<file path="src/rtl/vl_pkg.sv">
`timescale 1ns/1ps
package vl_pkg;
  localparam int unsigned REG_W  = 5;
  localparam int unsigned EW_W   = 3;
  localparam int unsigned N_OP   = 3;
  localparam int unsigned DATA_W = 8;

  localparam logic [EW_W-1:0] EW_DEFAULT = 3'd0;

  typedef struct packed {
    logic             fp;
    logic [REG_W-1:0] num;
  } reg_key_t;

  // register table payload: [7:5] width code, [4:0] start register
  typedef struct packed {
    logic [EW_W-1:0]  ew;
    logic [REG_W-1:0] start;
  } reg_val_t;

  // predicate table payload: [6] zero, [5] invert, [4:0] predicate register
  typedef struct packed {
    logic             zero;
    logic             inv;
    logic [REG_W-1:0] preg;
  } pred_val_t;

  localparam int unsigned REG_VAL_W  = $bits(reg_val_t);
  localparam int unsigned PRED_VAL_W = $bits(pred_val_t);
endpackage

</file>
<file path="src/rtl/vl_kv_table.sv">
`timescale 1ns/1ps
module vl_kv_table
  import vl_pkg::*;
#(
  parameter int unsigned IDX_W  = 3,
  parameter int unsigned VAL_W  = 8,
  parameter int unsigned N_PORT = 3
) (
  input  logic                           clk_i,
  input  logic                           rst_ni,
  input  logic                           wr_en_i,
  input  logic [IDX_W-1:0]               wr_idx_i,
  input  logic                           wr_valid_i,
  input  reg_key_t                       wr_key_i,
  input  logic [VAL_W-1:0]               wr_val_i,
  input  reg_key_t [N_PORT-1:0]          lk_key_i,
  output logic [N_PORT-1:0]              lk_hit_o,
  output logic [N_PORT-1:0][VAL_W-1:0]   lk_val_o
);
  localparam int unsigned N_ENT = 2 ** IDX_W;

  logic     [N_ENT-1:0]            valid_q;
  reg_key_t [N_ENT-1:0]            key_q;
  logic     [N_ENT-1:0][VAL_W-1:0] val_q;

  always_ff @(posedge clk_i or negedge rst_ni) begin
    if (!rst_ni) begin
      valid_q <= '0;
      key_q   <= '0;
      val_q   <= '0;
    end else if (wr_en_i) begin
      valid_q[wr_idx_i] <= wr_valid_i;
      key_q[wr_idx_i]   <= wr_key_i;
      val_q[wr_idx_i]   <= wr_val_i;
    end
  end

  for (genvar p = 0; p < N_PORT; p++) begin : g_port
    logic [N_ENT-1:0] match;
    logic [VAL_W-1:0] sel_val;

    always_comb begin
      for (int e = 0; e < N_ENT; e++)
        match[e] = valid_q[e] && (key_q[e] == lk_key_i[p]);
    end

    // scan from the top so the lowest matching index is applied last
    always_comb begin
      sel_val = '0;
      for (int e = N_ENT - 1; e >= 0; e--)
        if (match[e]) sel_val = val_q[e];
    end

    assign lk_hit_o[p] = |match;
    assign lk_val_o[p] = sel_val;
  end

  AST_WR_STORES: assert property (@(posedge clk_i) disable iff (!rst_ni)
    wr_en_i && wr_valid_i |=> valid_q[$past(wr_idx_i)] &&
      key_q[$past(wr_idx_i)] == $past(wr_key_i) &&
      val_q[$past(wr_idx_i)] == $past(wr_val_i));

  AST_WR_REMOVES: assert property (@(posedge clk_i) disable iff (!rst_ni)
    wr_en_i && !wr_valid_i |=> !valid_q[$past(wr_idx_i)]);

  AST_IDLE_HOLDS: assert property (@(posedge clk_i) disable iff (!rst_ni)
    !wr_en_i |=> $stable(valid_q) && $stable(key_q) && $stable(val_q));
endmodule

</file>
<file path="src/rtl/vl_operand_resolve.sv">
`timescale 1ns/1ps
module vl_operand_resolve
  import vl_pkg::*;
(
  input  reg_key_t         key_i,
  input  logic             reg_hit_i,
  input  reg_val_t         reg_val_i,
  input  logic             pred_hit_i,
  input  pred_val_t        pred_val_i,
  output logic             vec_o,
  output logic [REG_W-1:0] num_o,
  output logic [EW_W-1:0]  ew_o,
  output logic             pred_en_o,
  output logic [REG_W-1:0] pred_reg_o,
  output logic             pred_inv_o,
  output logic             pred_zero_o
);
  always_comb begin
    vec_o = reg_hit_i;
    if (reg_hit_i) begin
      num_o = reg_val_i.start;
      ew_o  = reg_val_i.ew;
    end else begin
      num_o = key_i.num;
      ew_o  = EW_DEFAULT;
    end
  end

  always_comb begin
    pred_en_o   = pred_hit_i;
    pred_reg_o  = pred_hit_i ? pred_val_i.preg : '0;
    pred_inv_o  = pred_hit_i & pred_val_i.inv;
    pred_zero_o = pred_hit_i & pred_val_i.zero;
  end
endmodule

</file>
<file path="src/rtl/vl_operand_map.sv">
`timescale 1ns/1ps
module vl_operand_map
  import vl_pkg::*;
#(
  parameter int unsigned ENT_IDX_W = 3
) (
  input  logic                   clk_i,
  input  logic                   rst_ni,
  input  logic                   wr_en_i,
  input  logic                   wr_tbl_i,
  input  logic [ENT_IDX_W-1:0]   wr_idx_i,
  input  logic                   wr_valid_i,
  input  logic                   wr_fp_i,
  input  logic [REG_W-1:0]       wr_key_i,
  input  logic [DATA_W-1:0]      wr_data_i,
  input  logic [N_OP-1:0]        op_fp_i,
  input  logic [N_OP*REG_W-1:0]  op_reg_i,
  output logic [N_OP-1:0]        op_vec_o,
  output logic [N_OP*REG_W-1:0]  op_reg_o,
  output logic [N_OP*EW_W-1:0]   op_ew_o,
  output logic [N_OP-1:0]        op_pred_en_o,
  output logic [N_OP*REG_W-1:0]  op_pred_reg_o,
  output logic [N_OP-1:0]        op_pred_inv_o,
  output logic [N_OP-1:0]        op_pred_zero_o,
  output logic                   all_scalar_o
);
  reg_key_t                         wr_key;
  reg_key_t [N_OP-1:0]              op_key;
  logic     [N_OP-1:0]              reg_hit, pred_hit;
  logic     [N_OP-1:0][REG_VAL_W-1:0]  reg_val;
  logic     [N_OP-1:0][PRED_VAL_W-1:0] pred_val;

  assign wr_key = '{fp: wr_fp_i, num: wr_key_i};

  for (genvar i = 0; i < N_OP; i++) begin : g_key
    assign op_key[i] = '{fp: op_fp_i[i], num: op_reg_i[i*REG_W +: REG_W]};
  end

  vl_kv_table #(.IDX_W(ENT_IDX_W), .VAL_W(REG_VAL_W), .N_PORT(N_OP)) u_reg_tbl (
    .clk_i      (clk_i),
    .rst_ni     (rst_ni),
    .wr_en_i    (wr_en_i && !wr_tbl_i),
    .wr_idx_i   (wr_idx_i),
    .wr_valid_i (wr_valid_i),
    .wr_key_i   (wr_key),
    .wr_val_i   (wr_data_i[REG_VAL_W-1:0]),
    .lk_key_i   (op_key),
    .lk_hit_o   (reg_hit),
    .lk_val_o   (reg_val)
  );

  vl_kv_table #(.IDX_W(ENT_IDX_W), .VAL_W(PRED_VAL_W), .N_PORT(N_OP)) u_pred_tbl (
    .clk_i      (clk_i),
    .rst_ni     (rst_ni),
    .wr_en_i    (wr_en_i && wr_tbl_i),
    .wr_idx_i   (wr_idx_i),
    .wr_valid_i (wr_valid_i),
    .wr_key_i   (wr_key),
    .wr_val_i   (wr_data_i[PRED_VAL_W-1:0]),
    .lk_key_i   (op_key),
    .lk_hit_o   (pred_hit),
    .lk_val_o   (pred_val)
  );

  for (genvar i = 0; i < N_OP; i++) begin : g_op
    vl_operand_resolve u_res (
      .key_i       (op_key[i]),
      .reg_hit_i   (reg_hit[i]),
      .reg_val_i   (reg_val_t'(reg_val[i])),
      .pred_hit_i  (pred_hit[i]),
      .pred_val_i  (pred_val_t'(pred_val[i])),
      .vec_o       (op_vec_o[i]),
      .num_o       (op_reg_o[i*REG_W +: REG_W]),
      .ew_o        (op_ew_o[i*EW_W +: EW_W]),
      .pred_en_o   (op_pred_en_o[i]),
      .pred_reg_o  (op_pred_reg_o[i*REG_W +: REG_W]),
      .pred_inv_o  (op_pred_inv_o[i]),
      .pred_zero_o (op_pred_zero_o[i])
    );

    AST_SCALAR_PASS: assert property (@(posedge clk_i) disable iff (!rst_ni)
      !op_vec_o[i] |-> op_reg_o[i*REG_W +: REG_W] == op_reg_i[i*REG_W +: REG_W] &&
        op_ew_o[i*EW_W +: EW_W] == EW_DEFAULT);

    AST_NO_PRED_ZERO: assert property (@(posedge clk_i) disable iff (!rst_ni)
      !op_pred_en_o[i] |-> op_pred_reg_o[i*REG_W +: REG_W] == '0 &&
        !op_pred_inv_o[i] && !op_pred_zero_o[i]);
  end

  assign all_scalar_o = ~|reg_hit;

  AST_ALL_SCALAR: assert property (@(posedge clk_i) disable iff (!rst_ni)
    all_scalar_o |-> op_reg_o == op_reg_i && op_ew_o == '0);
endmodule

</file>
<file path="config.mk">
export PLATFORM = sky130hd
export DESIGN_NAME = vl_operand_map
export DESIGN_NICKNAME = d
export VERILOG_FILES = /design/src/rtl/vl_pkg.sv /design/src/rtl/vl_kv_table.sv /design/src/rtl/vl_operand_resolve.sv /design/src/rtl/vl_operand_map.sv
export SDC_FILE = /design/constraint.sdc
export NUM_CORES = 1
export LEC_CHECK = 0
export BUFFER_PORTS_ARGS = -buffer_cell sky130_fd_sc_hd__buf_2
export CAP_MARGIN = 20
export CORE_MARGIN = 5
export CORE_UTILIZATION = 60
export CTS_CLUSTER_SIZE = 16
export DETAILED_ROUTE_END_ITERATION = 7
export PLACE_DENSITY_LB_ADDON = 0.15
export REMOVE_ABC_BUFFERS = 1
export SLEW_MARGIN = 20
export SYNTH_ARGS = -nofsm -noshare
export SYNTH_HDL_FRONTEND = slang
export SYNTH_HIERARCHICAL = 1
export SYNTH_SLANG_ARGS = --single-unit
</file>
<file path="constraint.sdc">
create_clock -name clk_i -period 5.5 [get_ports clk_i]
set_input_delay 0.825 -clock clk_i [delete_from_list [all_inputs] [get_ports clk_i]]
set_output_delay 0.825 -clock clk_i [all_outputs]
set_load 0.01 [all_outputs]
</file>
==> run_results.csv <==
group,metric,value,unit
clocking,clock_sink_count,232,
place,dp.cells,1845,
critical_path,crit_fanout,17,
critical_path,path_cells,"buf_2, xnor2_1, nand4_1, nor4_1, or2_2, inv_1, nand3_1, mux2_4, buf_2",
detailed_routing,wl_per_cell,27.3,um
floorplanning,die_area,30100,um^2
critical_path,cp_data_arrival_time,3.86,ns
grt,grt_util_met2,51.4,%
sta,tightest_slew,1.10,ns
clocking,cts_root_buf,"clkbuf_16",
floorplanning,ios,92,
grt,grtUsageMet1,48.2,%
critical_path,r2r-end,"u_pred_tbl/key_q[25]",
clocking,cts_resized,0,
sta,timing.fmax,213,MHz
critical_path,cp_data_required_time,4.68,ns
clocking,tritoncts,"yes",
sta,finalClockSkew,0,ns
detailed_routing,antenna_left,0,
synth,synth_top_area_cell,"dfrtp_1",
power,peakVddDrop,0.296,mV
grt,antenna_found_initial,0,
place,place_ws,0.914,ns
synth,synth_async_sr_flop_share,100,%
cells_and_area,final.fill_count,2065,
synth,ys_types,78,
sta,hold_ws,0.248,ns
grt,grt_pass1_wl,78.9,mm
critical_path,worst_path_max_delay_cell,"nor4_1",
floorplanning,std_cell_rows,59,
status,status,"finished, final reports clean",
synth,yosys_warnings,6,
floorplanning,core,26200,um^2
synth,netlist_area,16000,um^2
synth,ys_ff_latch,232,
sta,rsz0062_at_grt,"no",
power,power_leakage,0.00725,uW
cells_and_area,final_util,66.9,%
min_path,hold_class,"in2async",
clocking,path_clk_slew,0.06,ns
cells_and_area,n_antenna_cell,0,
cells_and_area,multi_input_area,9510,um^2
cells_and_area,fin_cells,1895,
power,p_per_area,344,nW/um^2
critical_path,critPathKind,"in2out",
clocking,htreeDepth,1,
cells_and_area,register_area,5810,um^2
floorplanning,die-height,173,um
synth,yosysTopAreaCellShare,36.3,%
detailed_routing,num_vias,13100,
sta,maxSlewHeadroom,25.9,%
critical_path,crit_buf_inv,3,
grt,grt_remaining_overflow,0,
floorplanning,die_x,173,um
cells_and_area,drive_gt1_share,31.1,%
detailed_routing,drcViolationCount,0,
detailed_routing,routed_via_density,6.89,
clocking,cts_setup_buffers,0,
critical_path,cp-end-kind,"output port",
cells_and_area,final_cell_mix,"dfrtp_1, mux2_2, xnor2_1",
synth,synth.avg_cell_area,10.8,um^2
critical_path,crit_path_frequent_cell,"buf_2",
place,place_congestion,1.01,
sta,maxSlewViolCount,0,
clocking,cts_made_buffers,27,
floorplanning,initial_core_util,61.1,%
grt,grt_max_degree,141,
place,dp_hpwl,36.1,mm
sta,period_needed,4.69,ns
sta,setup_ws,0.810,ns
clocking,clk_latency,0.56,ns
synth,synth_edf_count,0,
grt,grt_use_total,33.3,%
grt,grt_pass1_vias,12900,
cells_and_area,layout_commonest_cell,"dfrtp_1",
cells_and_area,fin_nets,1580,
detailed_routing,first_pass_iters,8,
cells_and_area,area_growth,9.47,%
clocking,cts_buffer_depth,3,
grt,grt_util_met3,5.54,%
synth,ys.flop_type,"dfrtp_1",
sta,fin_tns_setup,0,ns
place,io_buffers,91,
grt,busiest_layer,"met2",
synth,ys_seq_area_share,36.3,%
sta,finalSetupViolCount,0,
run,maxCapViolCount,0,
clocking,hold_buffers,0,
critical_path,rrSetupSlack,4.61,ns
detailed_routing,drt-total-wl,51.8,mm
detailed_routing,first_iter_violations,1446,
critical_path,cpPeakStageDelay,0.63,ns
synth,synthCells,1489,
sta,hold_viol_final,0,
sta,fin_crit_sh,85.3,%
critical_path,critPathTopFamily,"simple AND/OR/NAND/NOR gates",
critical_path,startpoint_type,"primary input",
synth,synth.area.top_cells,"dfrtp_1, mux2_2, xnor2_1",
critical_path,worstRegToRegCells,1,
critical_path,reg2reg_from,"u_pred_tbl/key_q[25]",
-- metrics by stage --
stage               area [um^2]  total power, uW
finish                    17500             6030
global route              17500             6300
CTS                       17500             6020
detailed placement        16600             4200
global placement          16600             4140
floorplan                 15400             3630
-- flip-flops by register name (all words and copies together), names as in the netlist --
signal              flops
u_pred_tbl/val_q       56
u_reg_tbl/valid_q       8
u_pred_tbl/key_q       48
u_reg_tbl/val_q        64
u_reg_tbl/key_q        48
u_pred_tbl/valid_q      8
-- logic make-up after synthesis --
| family | Yosys count | synth area share, % |
|---|---|---|
| AND/OR/NAND/NOR | 311 | 12.3 |
| AO/OA/AOI/OAI | 262 | 12.7 |
| buffers and inverters | 143 | 4.81 |
| multiplexers | 253 | 18.2 |
| XOR/XNOR | 288 | 15.8 |
| flip-flops | 232 | 36.3 |
-- synth_stat cells, types with 25 or more instances --
library cell  instances
o22ai_1              35
inv_1                36
buf_2                35
o221ai_1             25
mux2_2              208
xnor2_1             162
o21ai_0              25
clkbuf_1             39
xor2_1              125
a221oi_1             46
nand2_1              57
nand4_1              49
dfrtp_1             232
nor2_1               30
-- per-layer routing --
layer,share of wire [%],vias up
li1,-,5597
met1,43,6582
met2,45,742
met3,8.6,139
met4,3.5,0
met5,0,-
-- worst max-delay path by stage --
| stage | depth (start not counted) | startpoint | slack, ns | end |
|---|---|---|---|---|
| after floorplan | 5 | op_fp_i[0] | 1.17 | op_reg_o[0] |
| after global placement | 9 | op_reg_i[13] | 0.86 | op_reg_o[13] |
| after detailed placement | 9 | op_reg_i[13] | 0.91 | op_reg_o[13] |
| after CTS | 9 | op_reg_i[13] | 0.91 | op_reg_o[13] |
| after global routing | 8 | op_reg_i[7] | 0.72 | all_scalar_o |
| final | 9 | op_reg_i[13] | 0.81 | op_reg_o[13] |
-- where the power goes --
group          switching [uW]  leakage (uW)  total (uW)  internal, uW
combinational             746       0.00398        1540           798
sequential                572       0.00284        2680          2110
clock                     763      0.000429        1810          1040
total                    2080       0.00725        6030          3950
-- final cells by class --
class                      instances  area share, %
clock buffer                      33           4.15
inverter                          36          0.771
clock inverter                    16          0.942
multi-input combinational       1114           54.3
timing repair buffer             129           4.38
sequential                       232           33.1
tap                              335           2.39
(Power assumes the default switching activity.)
